**config.mk**
```make
export PLATFORM = sky130hd
export DESIGN_NAME = pkt_class_counter
export DESIGN_NICKNAME = d
export VERILOG_FILES = /design/src/rtl/pcc_pkg.sv /design/src/rtl/pcc_parser.sv /design/src/rtl/pcc_counter_bank.sv /design/src/rtl/pkt_class_counter.sv
export SDC_FILE = /design/constraint.sdc
export NUM_CORES = 1
export LEC_CHECK = 0
export BUFFER_PORTS_ARGS = -buffer_cell sky130_fd_sc_hd__clkbuf_2
export CELL_PAD_IN_SITES_DETAIL_PLACEMENT = 1
export CELL_PAD_IN_SITES_GLOBAL_PLACEMENT = 2
export CORE_UTILIZATION = 43
export CTS_CLUSTER_SIZE = 16
export DETAILED_ROUTE_END_ITERATION = 10
export PLACE_DENSITY_LB_ADDON = 0.05
export RECOVER_POWER = 50
export SYNTH_ARGS = -nofsm -noshare
export SYNTH_HDL_FRONTEND = slang
export SYNTH_HIERARCHICAL = 1
export SYNTH_SLANG_ARGS = --single-unit
```
**constraint.sdc**
```tcl
create_clock -name clk_i -period 6.15 [get_ports clk_i]
set_clock_uncertainty 0.15 [all_clocks]
set_input_delay 0.3075 -clock clk_i [delete_from_list [all_inputs] [get_ports clk_i]]
set_output_delay 0.3075 -clock clk_i [all_outputs]
set_load 0.02 [all_outputs]
```
**src/rtl/pcc_pkg.sv**
```systemverilog
package pcc_pkg;
  typedef enum logic [2:0] {
    CLS_NONE  = 3'd0,
    CLS_WEB   = 3'd1,
    CLS_TCP   = 3'd2,
    CLS_UDP   = 3'd3,
    CLS_V6    = 3'd4,
    CLS_OTHER = 3'd5
  } cls_e;

  localparam int unsigned NUM_CNT   = 6;
  localparam int unsigned IDX_TOTAL = 0;
  localparam logic [3:0]  VER_V4    = 4'd4;
  localparam logic [3:0]  VER_V6    = 4'd6;
  localparam logic [3:0]  MIN_IHL   = 4'd5;
  localparam logic [7:0]  PROTO_TCP = 8'd6;
  localparam logic [7:0]  PROTO_UDP = 8'd17;
  localparam logic [15:0] WEB_PORT  = 16'd80;
endpackage

```
**src/rtl/pcc_parser.sv**
```systemverilog
module pcc_parser
  import pcc_pkg::*;
#(
  parameter int unsigned IDX_W = 7,
  parameter logic [15:0] PORT  = WEB_PORT
) (
  input  logic       clk_i,
  input  logic       rst_ni,
  input  logic       valid_i,
  input  logic       sop_i,
  input  logic       eop_i,
  input  logic [7:0] data_i,
  output logic       evt_o,
  output cls_e       evt_cls_o
);
  localparam logic [IDX_W-1:0] IDX_MAX   = '1;
  localparam logic [IDX_W-1:0] IDX_PROTO = IDX_W'(9);

  logic [IDX_W-1:0] idx_q, cur_idx;
  logic [IDX_W-1:0] tp0, tp1, tp2, tp3;
  logic             in_pkt_q, decided_q, web_q;
  cls_e             cls_q;
  logic [3:0]       ihl_q;
  logic [7:0]       hi_q;

  logic beat, active, dec_now, web_now;
  cls_e cls_now;

  assign beat    = valid_i && (sop_i || in_pkt_q);
  assign active  = beat && (sop_i || !decided_q);
  assign cur_idx = sop_i ? '0 : idx_q;

  // transport header offsets
  assign tp0 = IDX_W'({ihl_q, 2'b00});
  assign tp1 = tp0 + IDX_W'(1);
  assign tp2 = tp0 + IDX_W'(2);
  assign tp3 = tp0 + IDX_W'(3);

  always_comb begin
    dec_now = 1'b0;
    cls_now = CLS_OTHER;
    web_now = 1'b0;
    if (active) begin
      if (cur_idx == '0) begin
        if (data_i[7:4] == VER_V6) begin
          dec_now = 1'b1;
          cls_now = CLS_V6;
        end else if (data_i[7:4] != VER_V4 || data_i[3:0] < MIN_IHL) begin
          dec_now = 1'b1;
          cls_now = CLS_OTHER;
        end
      end else if (cur_idx == IDX_PROTO) begin
        if (data_i == PROTO_UDP) begin
          dec_now = 1'b1;
          cls_now = CLS_UDP;
        end else if (data_i != PROTO_TCP) begin
          dec_now = 1'b1;
          cls_now = CLS_OTHER;
        end
      end else if (cur_idx == tp1) begin
        web_now = ({hi_q, data_i} == PORT);
      end else if (cur_idx == tp3) begin
        dec_now = 1'b1;
        cls_now = (web_q || {hi_q, data_i} == PORT) ? CLS_WEB : CLS_TCP;
      end
    end
  end

  always_ff @(posedge clk_i or negedge rst_ni) begin
    if (!rst_ni) begin
      idx_q     <= '0;
      in_pkt_q  <= 1'b0;
      decided_q <= 1'b0;
      web_q     <= 1'b0;
      cls_q     <= CLS_OTHER;
      ihl_q     <= '0;
      hi_q      <= '0;
    end else if (beat) begin
      in_pkt_q <= !eop_i;
      if (sop_i)                 idx_q <= IDX_W'(1);
      else if (idx_q != IDX_MAX) idx_q <= idx_q + IDX_W'(1);
      if (cur_idx == '0) ihl_q <= data_i[3:0];
      if (sop_i)        decided_q <= dec_now;
      else if (dec_now) decided_q <= 1'b1;
      if (dec_now) cls_q <= cls_now;
      if (sop_i)        web_q <= 1'b0;
      else if (web_now) web_q <= 1'b1;
      if (cur_idx == tp0 || cur_idx == tp2) hi_q <= data_i;
    end
  end

  assign evt_o     = beat && eop_i;
  assign evt_cls_o = (decided_q && !sop_i) ? cls_q :
                     (dec_now ? cls_now : CLS_OTHER);

  p_cls_hold_r5: assert property (@(posedge clk_i) disable iff (!rst_ni)
    (decided_q && !(valid_i && sop_i)) |=> (cls_q == $past(cls_q)));

  p_evt_class_r1: assert property (@(posedge clk_i) disable iff (!rst_ni)
    evt_o |-> (evt_cls_o != CLS_NONE));

  p_evt_on_eop_r6: assert property (@(posedge clk_i) disable iff (!rst_ni)
    evt_o |-> (valid_i && eop_i));

  p_web_needs_tcp_r3: assert property (@(posedge clk_i) disable iff (!rst_ni)
    (decided_q && cls_q == CLS_WEB) |-> (ihl_q >= MIN_IHL));
endmodule

```
**src/rtl/pcc_counter_bank.sv**
```systemverilog
module pcc_counter_bank
  import pcc_pkg::*;
#(
  parameter int unsigned CNT_W = 32,
  parameter int unsigned NUM   = NUM_CNT,
  parameter int unsigned AW    = 3
) (
  input  logic             clk_i,
  input  logic             rst_ni,
  input  logic             clear_i,
  input  logic             evt_i,
  input  cls_e             evt_cls_i,
  input  logic             rd_en_i,
  input  logic [AW-1:0]    rd_addr_i,
  output logic [CNT_W-1:0] rd_data_o,
  output logic             rd_valid_o
);
  localparam logic [CNT_W-1:0] CNT_MAX = '1;

  logic [CNT_W-1:0] cnt_q [NUM];
  logic [CNT_W-1:0] rd_mux;

  for (genvar g = 0; g < NUM; g++) begin : g_cnt
    logic inc;
    if (g == IDX_TOTAL) begin : g_total
      assign inc = evt_i;
    end else begin : g_class
      assign inc = evt_i && (evt_cls_i == cls_e'(g));
    end

    always_ff @(posedge clk_i or negedge rst_ni) begin
      if (!rst_ni)                     cnt_q[g] <= '0;
      else if (clear_i)                cnt_q[g] <= '0;
      else if (inc && cnt_q[g] != CNT_MAX) cnt_q[g] <= cnt_q[g] + CNT_W'(1);
    end

    p_sat_hold_r8: assert property (@(posedge clk_i) disable iff (!rst_ni)
      (!clear_i && cnt_q[g] == CNT_MAX) |=> (cnt_q[g] == CNT_MAX));

    p_clear_r9: assert property (@(posedge clk_i) disable iff (!rst_ni)
      clear_i |=> (cnt_q[g] == '0));

    if (g != IDX_TOTAL) begin : g_bound
      p_class_le_total_r6: assert property (@(posedge clk_i) disable iff (!rst_ni)
        cnt_q[g] <= cnt_q[IDX_TOTAL]);
    end
  end

  always_comb begin
    rd_mux = '0;
    for (int i = 0; i < NUM; i++) begin
      if (rd_addr_i == AW'(i)) rd_mux = cnt_q[i];
    end
  end

  always_ff @(posedge clk_i or negedge rst_ni) begin
    if (!rst_ni) begin
      rd_data_o  <= '0;
      rd_valid_o <= 1'b0;
    end else begin
      rd_valid_o <= rd_en_i;
      if (rd_en_i) rd_data_o <= rd_mux;
    end
  end

  p_total_step_r6: assert property (@(posedge clk_i) disable iff (!rst_ni)
    (!clear_i && evt_i && cnt_q[IDX_TOTAL] != CNT_MAX)
      |=> (cnt_q[IDX_TOTAL] == $past(cnt_q[IDX_TOTAL]) + CNT_W'(1)));

  p_rd_valid_r7: assert property (@(posedge clk_i) disable iff (!rst_ni)
    rd_en_i |=> rd_valid_o);

  p_rd_idle_r7: assert property (@(posedge clk_i) disable iff (!rst_ni)
    !rd_en_i |=> !rd_valid_o);
endmodule

```
**src/rtl/pkt_class_counter.sv**
```systemverilog
module pkt_class_counter
  import pcc_pkg::*;
#(
  parameter int unsigned CNT_W = 32,
  parameter int unsigned IDX_W = 7
) (
  input  logic             clk_i,
  input  logic             rst_ni,
  input  logic             s_valid_i,
  input  logic             s_sop_i,
  input  logic             s_eop_i,
  input  logic [7:0]       s_data_i,
  input  logic             clear_i,
  input  logic             rd_en_i,
  input  logic [2:0]       rd_addr_i,
  output logic [CNT_W-1:0] rd_data_o,
  output logic             rd_valid_o
);
  logic evt;
  cls_e evt_cls;

  pcc_parser #(
    .IDX_W (IDX_W),
    .PORT  (WEB_PORT)
  ) u_parser (
    .clk_i     (clk_i),
    .rst_ni    (rst_ni),
    .valid_i   (s_valid_i),
    .sop_i     (s_sop_i),
    .eop_i     (s_eop_i),
    .data_i    (s_data_i),
    .evt_o     (evt),
    .evt_cls_o (evt_cls)
  );

  pcc_counter_bank #(
    .CNT_W (CNT_W),
    .NUM   (NUM_CNT),
    .AW    (3)
  ) u_bank (
    .clk_i      (clk_i),
    .rst_ni     (rst_ni),
    .clear_i    (clear_i),
    .evt_i      (evt),
    .evt_cls_i  (evt_cls),
    .rd_en_i    (rd_en_i),
    .rd_addr_i  (rd_addr_i),
    .rd_data_o  (rd_data_o),
    .rd_valid_o (rd_valid_o)
  );
endmodule

```
; Yosys cells after proc, flatten, opt, wreduce, memory -nomap -nowiden
; Cells that the tools add are included.
[totals]
register_bits = 250
input_bits = 18
[classes]
add_sub_neg = 10
n_lt_le_gt_ge = 1
eq_ne = 27
mux = 48
n_reduce_logical = 40
[op_table]
columns = op, n
row1 = $mux W32, 18
row2 = $add A32 B1 Y32 const B, 6
row3 = $ne A32 B32 Y1 const B, 6
row4 = $mux W3, 8
row5 = $eq A7 B7 Y1, 3
row6 = $mux W7, 3
row7 = $mux W1, 18
row8 = $reduce_bool A2 Y1, 9
row9 = $eq A16 B7 Y1 const B, 1
row10 = $logic_and A1 B1 Y1, 15
row11 = $add A6 B2 Y7 const B, 2
row12 = $eq A3 B2 Y1 const B, 4
row13 = $eq A3 B3 Y1 const B, 4
row14 = $reduce_and A2 Y1, 6
row15 = $eq A8 B5 Y1 const B, 1
row16 = $ne A8 B3 Y1 const B, 1
row17 = $add A6 B1 Y7 const B, 1
row18 = $add A7 B1 Y7 const B, 1
row19 = $eq A7 B4 Y1 const B, 1
row20 = $eq A7 B6 Y1, 1
row21 = $logic_not A7 Y1, 1
row22 = $ne A7 B7 Y1 const B, 1
row23 = $eq A3 B1 Y1 const B, 2
row24 = $logic_or A1 B1 Y1, 5
row25 = other kinds (6), 8

; Longest topological paths before layout
; Gate-level depths: netlist of run 1.
[logic_depth]
word_depth = 15
ltp_mapped = 12
depth_no_buf = 10

; Hierarchy
; Netlist of run 1, hierarchy kept.
[by_module_without_submodules]
columns = mod, instances, cells_per_inst, area_each_um2
row1 = pcc_counter_bank, 1, 1508, 13365.3
row2 = pcc_parser, 1, 157, 1581.5

; Least setup slack after synthesis of run 1
; Ideal clock, no wire load.
[synth_path]
kind = register to register
start = register u_parser.idx_q[4]
end = register u_bank/cnt_q[95] in the netlist's numbering
setup_ns = 0.125
arrival_ns = 3.481
t_required_ns = 5.875
setup_slack_ns = 2.395
path_stages_with_launch = 12
path_buffers = 1
path_cell_list = dfrtp_1 buf_4 nor4_2 a311oi_1 o21a_1 or4_1 o211ai_1 nand4b_1 or4_1 a211oi_2 nand4_1 mux2_2
[synth_via]
elab_chain_cells = 13
[synth_lines]
columns = item, line
row1 = start: declaration, pcc_parser.sv:19  ; logic [IDX_W-1:0] idx_q, cur_idx;
row2 = start signal: assignment, pcc_parser.sv:81  ; else if (idx_q != IDX_MAX) idx_q <= idx_q + IDX_W'(1);
row3 = $mux W7 (*), pcc_parser.sv:31  ; assign cur_idx = sop_i ? '0 : idx_q;
row4 = $eq A7 B7 Y1, pcc_parser.sv:62  ; end else if (cur_idx == tp3) begin
row5 = $mux W3 / $mux W1 (equally long branches), pcc_parser.sv:62
row6 = $mux W3 / $mux W1 (equally long branches), pcc_parser.sv:60  ; end else if (cur_idx == tp1) begin
row7 = $mux W3 / $mux W1 (equally long branches), pcc_parser.sv:52  ; end else if (cur_idx == IDX_PROTO) begin
row8 = $mux W3 / $mux W1 (equally long branches), pcc_parser.sv:44  ; if (cur_idx == '0) begin
row9 = $mux W3 / $mux W1 (equally long branches), pcc_parser.sv:43  ; if (active) begin
row10 = $mux W3 (*), pcc_parser.sv:94  ; (dec_now ? cls_now : CLS_OTHER);
row11 = $mux W3 (*), pcc_parser.sv:93  ; assign evt_cls_o = (decided_q && !sop_i) ? cls_q :
row12 = net evt_cls[1], pkt_class_counter.sv:20  ; cls_e evt_cls;
row13 = $eq A3 B2 Y1 (*), pcc_counter_bank.sv:28  ; assign inc = evt_i && (evt_cls_i == cls_e'(g));
row14 = $logic_and A1 B1 Y1 (*), pcc_counter_bank.sv:28
row15 = $logic_and A1 B1 Y1 (*), pcc_counter_bank.sv:34  ; else if (inc && cnt_q[g] != CNT_MAX) cnt_q[g] <= cnt_q[g] + CNT_W'(1);
row16 = $reduce_bool A2 Y1 (no line) (*), n/a
row17 = end: declaration, pcc_counter_bank.sv:20  ; logic [CNT_W-1:0] cnt_q [NUM];
; The timed path passes the listed nets; every way through them passes the cells marked *.
; A chain may end at the register's enable or synchronous reset.

; Worst setup path in the final report of run 1
[layout_path]
start = register u_parser.idx_q[2]
end = register u_bank/cnt_q[63] in the netlist's numbering
[layout_via]
elab_chain_cells = 13
[layout_lines]
columns = item, line
row1 = $mux W7 (*), pcc_parser.sv:31
row2 = $eq A7 B7 Y1, pcc_parser.sv:62
row3 = $mux W3 / $mux W1 (equally long branches), pcc_parser.sv:62
row4 = $mux W3 / $mux W1 (equally long branches), pcc_parser.sv:60
row5 = $mux W3 / $mux W1 (equally long branches), pcc_parser.sv:52
row6 = $mux W3 / $mux W1 (equally long branches), pcc_parser.sv:44
row7 = $mux W3 / $mux W1 (equally long branches), pcc_parser.sv:43
row8 = $mux W3 (*), pcc_parser.sv:94
row9 = $mux W3 (*), pcc_parser.sv:93
row10 = net evt_cls[2], pkt_class_counter.sv:20
row11 = $eq A3 B3 Y1 (*), pcc_counter_bank.sv:28
row12 = $logic_and A1 B1 Y1 (*), pcc_counter_bank.sv:28
row13 = $logic_and A1 B1 Y1 (*), pcc_counter_bank.sv:34
row14 = $reduce_bool A2 Y1 (no line) (*), n/a
; Marks and branches as above.

==> impl_results.md, run 1 <==
- Mapped cell area: about 15000 sq um
- DRT iter0 DRCs: 890
- Ranking of synthesized cells by area: dfrtp_1, a21oi_1, mux2_2
- Remaining routing DRC violations: 0
- Avg Cell Area, Syn: 8.98 sq um
- TritonCTS clock tree: built
- First-pass GRT wire length: between 70 and 80 mm
- Lkg Pwr: approximately 6.2 nW
- Inserted Clock Buffers: 31
- Register area share after synthesis: between 40% and 50%
- WL final: about 48 mm
- Die Ht: around 190 um
- Diodes inserted: 0
- Dominant synthesized flop cell: dfrtp_1
- Die area: 35500 sq um
- Gpl congestion: approximately 0.86
- Resize count post-CTS: 0
- Post-synthesis register bit count: 250
- Setup crit end kind: register
- Slew Viols, Final: 66
- Top Ports: 51
- Largest net degree at the start of global routing: ~170
- Antenna Nets Post-Route: 0
- Crit path kind: reg -> reg
- Post-synth EDFFs: 0
- Layout cell share with drive strength beyond 1: about 11%
- Ys Warns: 6
- Critical Path Fanout Max: 14
- Post-synth top area cell: dfrtp_1
- Worst VDD drop: roughly 0.00023 V
- Violated checks: max-capacitance violations, max-slew violations
- Net count after synthesis: 1690
- Fmax: around 210 MHz
- RSZ-0062 raised after global routing: false
- Row count: 67
- Final net count: ~1.7k
- Tcrit/Tclk final: 76.2%
- Worst Tran Pin Value: between 2000 and 3000 ps
- Top-area cell type share of the netlist area: 41.5%
- Final HPWL DP: approximately 33 mm
- Minimum clock period: ~4700 ps
- Worst Path Required: 6490 ps
- Die X: about 190 um
- Routed wire length per instance: between 20 and 25 um
- Hold Path Cell Cnt: 3
- Area delta synth->final: 10.8%
- 1st-pass router iterations: 7
- IO buf count: 50
- Clk Latency, worst-skew pair: around 570 ps
- Clock Sinks: 250
- Bufs on Longest Clock Path: 3
- FILL cells: about 3.9k
- Final setup violation count: 0
- Starting Density: 44.1%
- TNS Setup: 0 ps
- GRT overflow: 0
- Vias in the first global route: between 10k and 15k
- Clk pin slew, worst setup/hold paths: about 60 ps
- Rel. slew slack: -79.9%
- Root Buffer: clkbuf_16
- Hold Violations, Final: 0
- Tightest Hold Check Type: in -> reg
- Startpoint Class: register
- Core area: around 34000 sq um
- Async SR Flop Fraction: 100%
- # Max-Cap Violations: 1
- Synthesized instance count: 1665
- Yosys cell types: between 70 and 80
- # H-tree levels: 1
- DR vias: 13.3k
- Hold slack: between 100 and 150 ps
- DR vias/cell: just over 6
- Initial antenna violation count: 0
- Cells on worst reg2reg path: 10
- Critical path arrival: slightly above 5000 ps
- Power Density: 236 nW/um^2
- GRT Resource Usage Total: 27.2%
- Outcome: finished with violations
[worst max-delay path, stage by stage (launching register included)]
cell       delay (ps)
dfrtp_1           460
or4_4             600
o41ai_4           370
nor2_1            130
a21boi_0          180
nor2_1            380
nand4bb_1         660
nor4_1            640
o311ai_0          420
or3_1             440
a21oi_1           160
[per-stage QoR]
stage	util, %	instances	cell area, sq um	power [mW]	setup slack, ps
2_1_floorplan	-	1665	14900	1.98	2390
3_3_place_gp	45.7	2074	15500	2.10	1610
3_5_place_dp	45.7	2074	15500	2.10	1430
4_1_cts	49.1	2142	16600	3.97	1540
5_1_grt	48.9	2142	16600	4.06	1130
6_report	48.9	2142	16600	3.91	1470
[where the power goes]
part / internal, mW / total, mW / switching, mW
logic: 0.112 / 0.319 / 0.207
clock network: 1.10 / 1.83 / 0.734
registers: 1.70 / 1.76 / 0.0510
[worst paths after layout]
| check | from | end | slack [ps] |
|---|---|---|---|
| setup reg to reg | u_parser/idx_q[2] | u_bank/cnt_q[63] | 1470 |
| min in group asynchronous | rst_ni | u_bank/cnt_q[4] | 140 |
| hold / removal | s_sop_i | u_parser/in_pkt_q | 110 |
| hold reg to reg | u_parser/web_q | u_parser/web_q | 340 |
| setup / recovery | u_parser/idx_q[2] | u_bank/cnt_q[63] | 1470 |
| max in group asynchronous | rst_ni | u_bank/cnt_q[166] | 4300 |
[per-layer routing]
metal,share of wire (%),up-vias,track usage (%)
met4,2.4,0,6.89
met2,47,217,44.2
met1,48,6752,38.4
met3,3.4,59,3.18
met5,0,-,0
li1,-,6260,-
[layout make-up]
type	instances	area [sq um]	area share [%]
multi-input combinational	1276	8130	49.1
inverter	36	135	0.816
clock buffer	47	916	5.53
sequential	250	6260	37.8
clock inverter	10	103	0.619
timing repair buffer	75	463	2.79
tap	448	561	3.38
[cell usage after synthesis (6+ instances only)]
library cell,number
a2111oi_0,7
a211oi_1,6
a21oi_1,153
a222oi_1,25
a31o_2,9
and2_1,8
and3_1,22
and4_1,22
buf_2,6
clkbuf_1,87
dfrtp_1,248
ha_1,7
inv_1,36
mux2_2,65
mux2i_1,37
nand2_1,118
nand2b_1,9
nand3_1,64
nand4_1,67
nor2_1,149
nor2b_1,35
nor3_1,15
nor4_1,30
o2111ai_1,7
o211ai_1,9
o21ai_0,115
o31ai_1,38
or2_2,11
or3_1,81
or4_1,45
xnor2_1,27
xor2_1,16
[layout by cell type (no fill, tap or decap), types with 11 or more instances in the layout]
master and instances:
nand4_1 67, clkbuf_1 43, a21oi_1 153, nor2_1 149
dlygate4sd3_1 11, or2_2 11, a222oi_1 25, mux2i_1 37
nor2b_1 35, o31ai_1 38, clkbuf_2 13, mux2_2 65
inv_1 36, or4_1 45, nand3_1 64, clkbuf_16 31
nand2_1 118, o21ai_0 115, xnor2_1 27, and3_1 22
or3_1 81, xor2_1 16, nor4_1 30, buf_4 12
dfrtp_1 248, and4_1 22, nor3_1 15
[sequential cells by signal, indices dropped and copies added, names as in the netlist]
signal and count:
u_bank/rd_data_o 32, u_bank/rd_valid_o 1, u_bank/cnt_q 192, u_parser/idx_q 7, u_parser/hi_q 8, u_parser/in_pkt_q 1
u_parser/web_q 1, u_parser/decided_q 1, u_parser/ihl_q 4, u_parser/cls_q 3
[repair_timing]
action                    CTS  global route
hold endpoints to repair   96             0
hold buffers               11             0
setup buffers               0             0
[cell families (layout without fill, tap and decap cells)]
family                     Yosys count  in the layout  synth area share, %
buffers and inverters              139            168                 3.84
xor gates and xnor gates            43             43                 2.52
and+or+nand+nor                    709            709                 26.1
adders and majority gates            7              7                0.586
muxes                              105            105                 7.70
AOI/OAI and AO/OA                  412            412                 17.4
DFF                                250            250                 41.9
Note: power is estimated with default switching activity, not from simulation.
==> run 2, diff against run 1 <==
CORE_UTILIZATION = 36   (was 43)
clock period = 3.94 ns   (was 6.15 ns; I/O delays follow)
==> impl_results.md, run 2 (same netlist as run 1, synthesis figures left out) <==
- Row count: 74 (+10%)
- Top Ports: 51 (unchanged)
- Antenna Nets Post-Route: 0 (unchanged)
- Hold Violations, Final: 0 (unchanged)
- Clk pin slew, worst setup/hold paths: 60 ps (about the same)
- 1st-pass router iterations: 5 (-2)
- Overall Power: 6.65 mW (+70%)
- Fmax: 267 MHz (+25%)
- TNS Setup: 0 ps (unchanged)
- Reg with most FFs: u_bank/cnt_q
- Post-Place Worst Slack: 36.6 ps (-1390 ps)
- Layout cell share with drive strength beyond 1: 14.4% (+3.5 points)
- Worst Tran Pin Value: 3050 ps (+355 ps)
- Final setup violation count: 0 (unchanged)
- Tightest Hold Check Type: in -> reg
- Fin worst setup slack: 189 ps (-1280 ps)
- Area delta synth->final: 16.3%
- Critical path arrival: 4020 ps (-1010 ps)
- Clock Sinks: 250 (unchanged)
- Critical Path Fanout Max: 9 (-5)
- # Max-Cap Violations: 2 (+1)
- Minimum clock period: 3750 ps (-933 ps)
- Diodes inserted: 0 (unchanged)
- Dpl cell area: 16000 sq um (+3.2%)
- Power Density: 383 nW/um^2 (+62%)
- Startpoint Class: register
- Worst VDD drop: 0.000302 V (+30%)
- Starting Density: 36.5% (-7.6 points)
- Largest net degree at the start of global routing: 96 (-43%)
- Core area: 40900 sq um (+21%)
- Commonest non-fill, non-tap cell in the layout: dfrtp_1
- Routed wire length per instance: 22.5 um (+0.69%)
- Remaining routing DRC violations: 0 (unchanged)
- Initial antenna violation count: 0 (unchanged)
- Tcrit/Tclk final: 95.2% (+19 points)
- DR vias: 13.5k (+1.9%)
- Die Ht: 206 um (+9.2%)
- DRT iter0 DRCs: 995 (+12%)
- Hold slack: 2.17 ps (-110 ps)
- Inserted Clock Buffers: 36 (+16%)
- Vias in the first global route: 13.4k (+0.14%)
- GRT overflow: 0 (unchanged)
- Most frequent cells in the layout: dfrtp_1, a21oi_1, nor2_1
- Bufs on Longest Clock Path: 3 (unchanged)
- First-pass GRT wire length: 80.4 mm (+4.3%)
- Cells on worst reg2reg path: 13 (+3)
- Slew Viols, Final: 105 (+59%)
- Design area: 17400 sq um (+4.9%)
- Die area: 42300 sq um (+19%)
- Clk Latency, worst-skew pair: 540 ps (-30 ps)
- Hold Path Cell Cnt: 2 (-1)
- Worst Path Required: 4210 ps (-2280 ps)
- Violated checks: max-capacitance violations, max-slew violations
- Final HPWL DP: 36.6 mm (+11%)
- GRT Resource Usage Total: 24.7% (-2.5 points)
- DR vias/cell: 5.93 (-4.5%)
- Root Buffer: clkbuf_16
- Outcome: finished with violations
- Crit path kind: reg -> reg
- Lkg Pwr: 6.60 nW (+6.2%)
- Die X: 206 um (+9.2%)
- Max reg flops: 192 (unchanged)
- IO buf count: 50 (unchanged)
- Top Registers: u_bank/cnt_q x192, u_bank/rd_data_o x32, u_parser/hi_q x8
- Gpl congestion: 0.852 (-1.3%)
- TritonCTS clock tree: built
- FILL cells: 4738 (+21%)
- Final net count: 1752 (+3.4%)
- # H-tree levels: 2 (+1)
- WL final: 51.4 mm (+7.4%)
- Setup crit end kind: register
- Rel. slew slack: -104% (-24 points)
- RSZ-0062 raised after global routing: true
run 2: layout make-up:
type	instances	area, sq um	share of cell area (%)
Clock inverter	8	119	0.684
Inverter	36	135	0.778
Tap cell	532	666	3.83
Sequential cell	250	6260	36.0
Clock buffer	56	1110	6.37
Timing Repair Buffer	126	902	5.19
Multi-Input combinational cell	1277	8190	47.1
run 2: worst paths after layout:
check	slack, ps	start	endpoint
min	2	clear_i	u_bank/cnt_q[135]
min in group asynchronous	1180	rst_ni	u_bank/cnt_q[35]
max in group asynchronous	550	rst_ni	u_bank/cnt_q[55]
min reg2reg	350	u_parser/web_q	u_parser/web_q
max	190	u_parser/idx_q[4]	u_bank/cnt_q[42]
max reg2reg	190	u_parser/idx_q[4]	u_bank/cnt_q[42]
run 2: worst max-delay path: stages, from the launching register on:
cell      delay [ps]
dfrtp_2          460
or4_4            570
o41ai_4          240
buf_4            190
nand4_1          120
o31ai_2          110
a21oi_1          130
buf_4            170
nor4bb_2         280
buf_4            220
nand3_1          130
buf_4            200
nor4_1           270
mux2_2           380
run 2: report_power, final:
part	switching, mW	internal, mW
Combinational	0.355	0.209
Clock	1.23	2.12
Sequential	0.0723	2.66
Total	1.66	4.99
run 2: layer usage:
metal / global-route usage (%) / vias up / wire [um]
li1: - / 6389 / -
met1: 35.1 / 6852 / 24700
met2: 38.7 / 234 / 23500
met3: 2.60 / 64 / 1770
met4: 8.78 / 0 / 1400
met5: 0 / - / 0
run 2: per-stage QoR:
step	cells	util (%)
2_1_floorplan	1665	-
3_3_place_gp	2205	39.1
3_5_place_dp	2205	39.1
4_1_cts	2281	42.3
5_1_grt	2285	42.5
6_report	2285	42.5
run 2: repair_timing:
item                       4_1_cts  5_1_grt
gates resized for setup          0       10
hold endpoints to repair       142        0
hold buffers                    12        0
setup endpoints to repair        0       46
buffers inserted                 0        3
==> run 3, diff against run 2 <==
CORE_UTILIZATION = 25   (was 36)
==> impl_results.md, run 3 (same netlist as run 1, synthesis figures left out) <==
- Outcome: finished with violations
- Violated checks: max-capacitance violations, max-slew violations
- Reg with most FFs: u_bank/cnt_q
- IO buf count: 50 (unchanged)
- Startpoint Class: register
- Remaining routing DRC violations: 0 (unchanged)
- Critical path startpoint: u_parser/idx_q[4]
- Clk Latency, worst-skew pair: 550 ps (about the same)
- Slowest CP cell: or4_4
- Critical path arrival: 4130 ps (+110 ps)
- Core area: 59000 sq um (+44%)
- Die X: 247 um (+20%)
- Final net count: 1772 (+1.1%)
- FILL cells: 6762 (+43%)
- Min-delay src: rd_addr_i[0]
- Top Ports: 51 (unchanged)
- TritonCTS clock tree: built
- Starting Density: 25.3% (-11 points)
- Largest net degree at the start of global routing: 78 (-19%)
- Hold slack: 220 ps (+218 ps)
- Crit path cell chain: nor4_2 > a311oi_1 > o21a_1 > or4_1 > o211ai_1 > nand4b_1 > or4_4 > a31o_2 > or4_1 > a21oi_1
- Routed wire length per instance: 22.9 um (+1.5%)
- Top Registers: u_bank/cnt_q x192, u_bank/rd_data_o x32, u_parser/hi_q x8
- Inserted Clock Buffers: 37 (+2.8%)
- GRT Resource Usage Total: 19.5% (-5.2 points)
- RSZ-0062 raised after global routing: true
- Area delta synth->final: 18.8%
- Vias in the first global route: 14.1k (+5.2%)
- Max reg flops: 192 (unchanged)
- # H-tree levels: 2 (unchanged)
- Final HPWL DP: 41.9 mm (+15%)
- Max incr delay on CP: 660 ps (+90 ps)
- Diodes inserted: 0 (unchanged)
- Lkg Pwr: 6.68 nW (+1.3%)
- Clk pin slew, worst setup/hold paths: 60 ps (about the same)
- GRT overflow: 0 (unchanged)
- Worst Tran Pin Value: 2460 ps (-590 ps)
- Initial antenna violation count: 0 (unchanged)
- Most frequent cells in the layout: dfrtp_1, a21oi_1, nor2_1
- Die Ht: 247 um (+20%)
- Minimum clock period: 3810 ps (+59.5 ps)
- 1st-pass router iterations: 5 (unchanged)
- DR vias: 13.6k (+0.38%)
- TNS Setup: 0 ps (unchanged)
- Critical path's most frequent cell: or4_1
- Antenna Nets Post-Route: 0 (unchanged)
- Bufs on Longest Clock Path: 3 (unchanged)
- Commonest non-fill, non-tap cell in the layout: dfrtp_1
- RR Startpoint: u_parser/idx_q[4]
- Crit path kind: reg -> reg
- Layout cell share with drive strength beyond 1: 15.5% (+1.0 points)
- Hold Path Cell Cnt: 4 (+2)
- Hold Violations, Final: 0 (unchanged)
- DRT iter0 DRCs: 686 (-31%)
- DR vias/cell: 5.34 (-9.8%)
- Cells on worst reg2reg path: 10 (-3)
- Row count: 89 (+20%)
- Final setup violation count: 0 (unchanged)
- Rel. slew slack: -64.2% (+39 points)
- Worst Path Required: 4260 ps (+50 ps)
- # Max-Cap Violations: 2 (unchanged)
- Die area: 60800 sq um (+44%)
- Worst VDD drop: 0.000259 V (-14%)
- WL final: 58.1 mm (+13%)
- First-pass GRT wire length: 90.4 mm (+12%)
- Slew Viols, Final: 125 (+19%)
- Fmax: 262 MHz (-1.6%)
- Gpl congestion: 0.784 (-8.1%)
- Tcrit/Tclk final: 96.7% (+1.5 points)
- Tightest Hold Check Type: in -> reg
- Clock Sinks: 250 (unchanged)
- Setup crit end kind: register
- Power Density: 375 nW/um^2 (-1.9%)
- Root Buffer: clkbuf_16
- Critical Path Fanout Max: 7 (-2)
==> run 3: final timing paths <==
kind	to	slack, ps
setup / recovery	u_bank/cnt_q[79]	130
hold / removal	u_bank/rd_data_o[13]	220
setup reg to reg	u_bank/cnt_q[79]	130
hold reg to reg	u_bank/rd_data_o[31]	340
max in group asynchronous	u_bank/cnt_q[171]	750
min in group asynchronous	u_bank/cnt_q[0]	660
==> run 3: area by class of cell <==
type                    count  area [sq um]  share of cell area (%)
clock buffers              54          1070                    6.03
well taps                 773           967                    5.45
clock inverters             9           120                   0.677
flip-flops and latches    250          6260                    35.3
repair buffers            146          1020                    5.75
multi-input cells        1276          8180                    46.1
inverters                  36           135                   0.761
==> run 3: power by group <==
| group | leakage, nW | internal, mW | switching, mW |
|---|---|---|---|
| Combinational | 2.69 | 0.207 | 0.367 |
| Sequential | 3.41 | 2.66 | 0.0674 |
| Clock | 0.590 | 2.06 | 1.30 |
==> run 3: layer usage <==
layer	global-route usage [%]	up-vias	routed length, um
li1	-	6397	-
met1	27.0	6958	28200
met2	31.6	163	27100
met3	2.49	73	1540
met4	5.43	0	1360
met5	0	-	0
==> run 3: per-stage QoR <==
stage	setup WS, ps	instances	total power [mW]	area (sq um)	utilization (%)
after floorplan	185	1665	3.10	14900	-
after global placement	64.4	2466	3.35	16400	27.9
after detailed placement	-73.9	2466	3.36	16400	27.9
after CTS	33.2	2542	6.83	17800	30.1
after global routing	-66.1	2544	6.96	17800	30.1
final	129	2544	6.66	17800	30.1
==> run 3: what timing repair did <==
| item | CTS | global route |
|---|---|---|
| setup buffers | 0 | 2 |
| hold buffers | 13 | 0 |
| gates resized for setup | 2 | 9 |
| endpoints found under the setup margin | 4 | 30 |
| pin swaps | 0 | 2 |
| cloned | 0 | 0 |
| endpoints found under the hold margin | 115 | 0 |
==> run 3: critical path: cells and delay by family (launching register included) <==
family          cells  cell delay (ps)
simple gates        5             2210
compound gates      5              940
flops               1              440
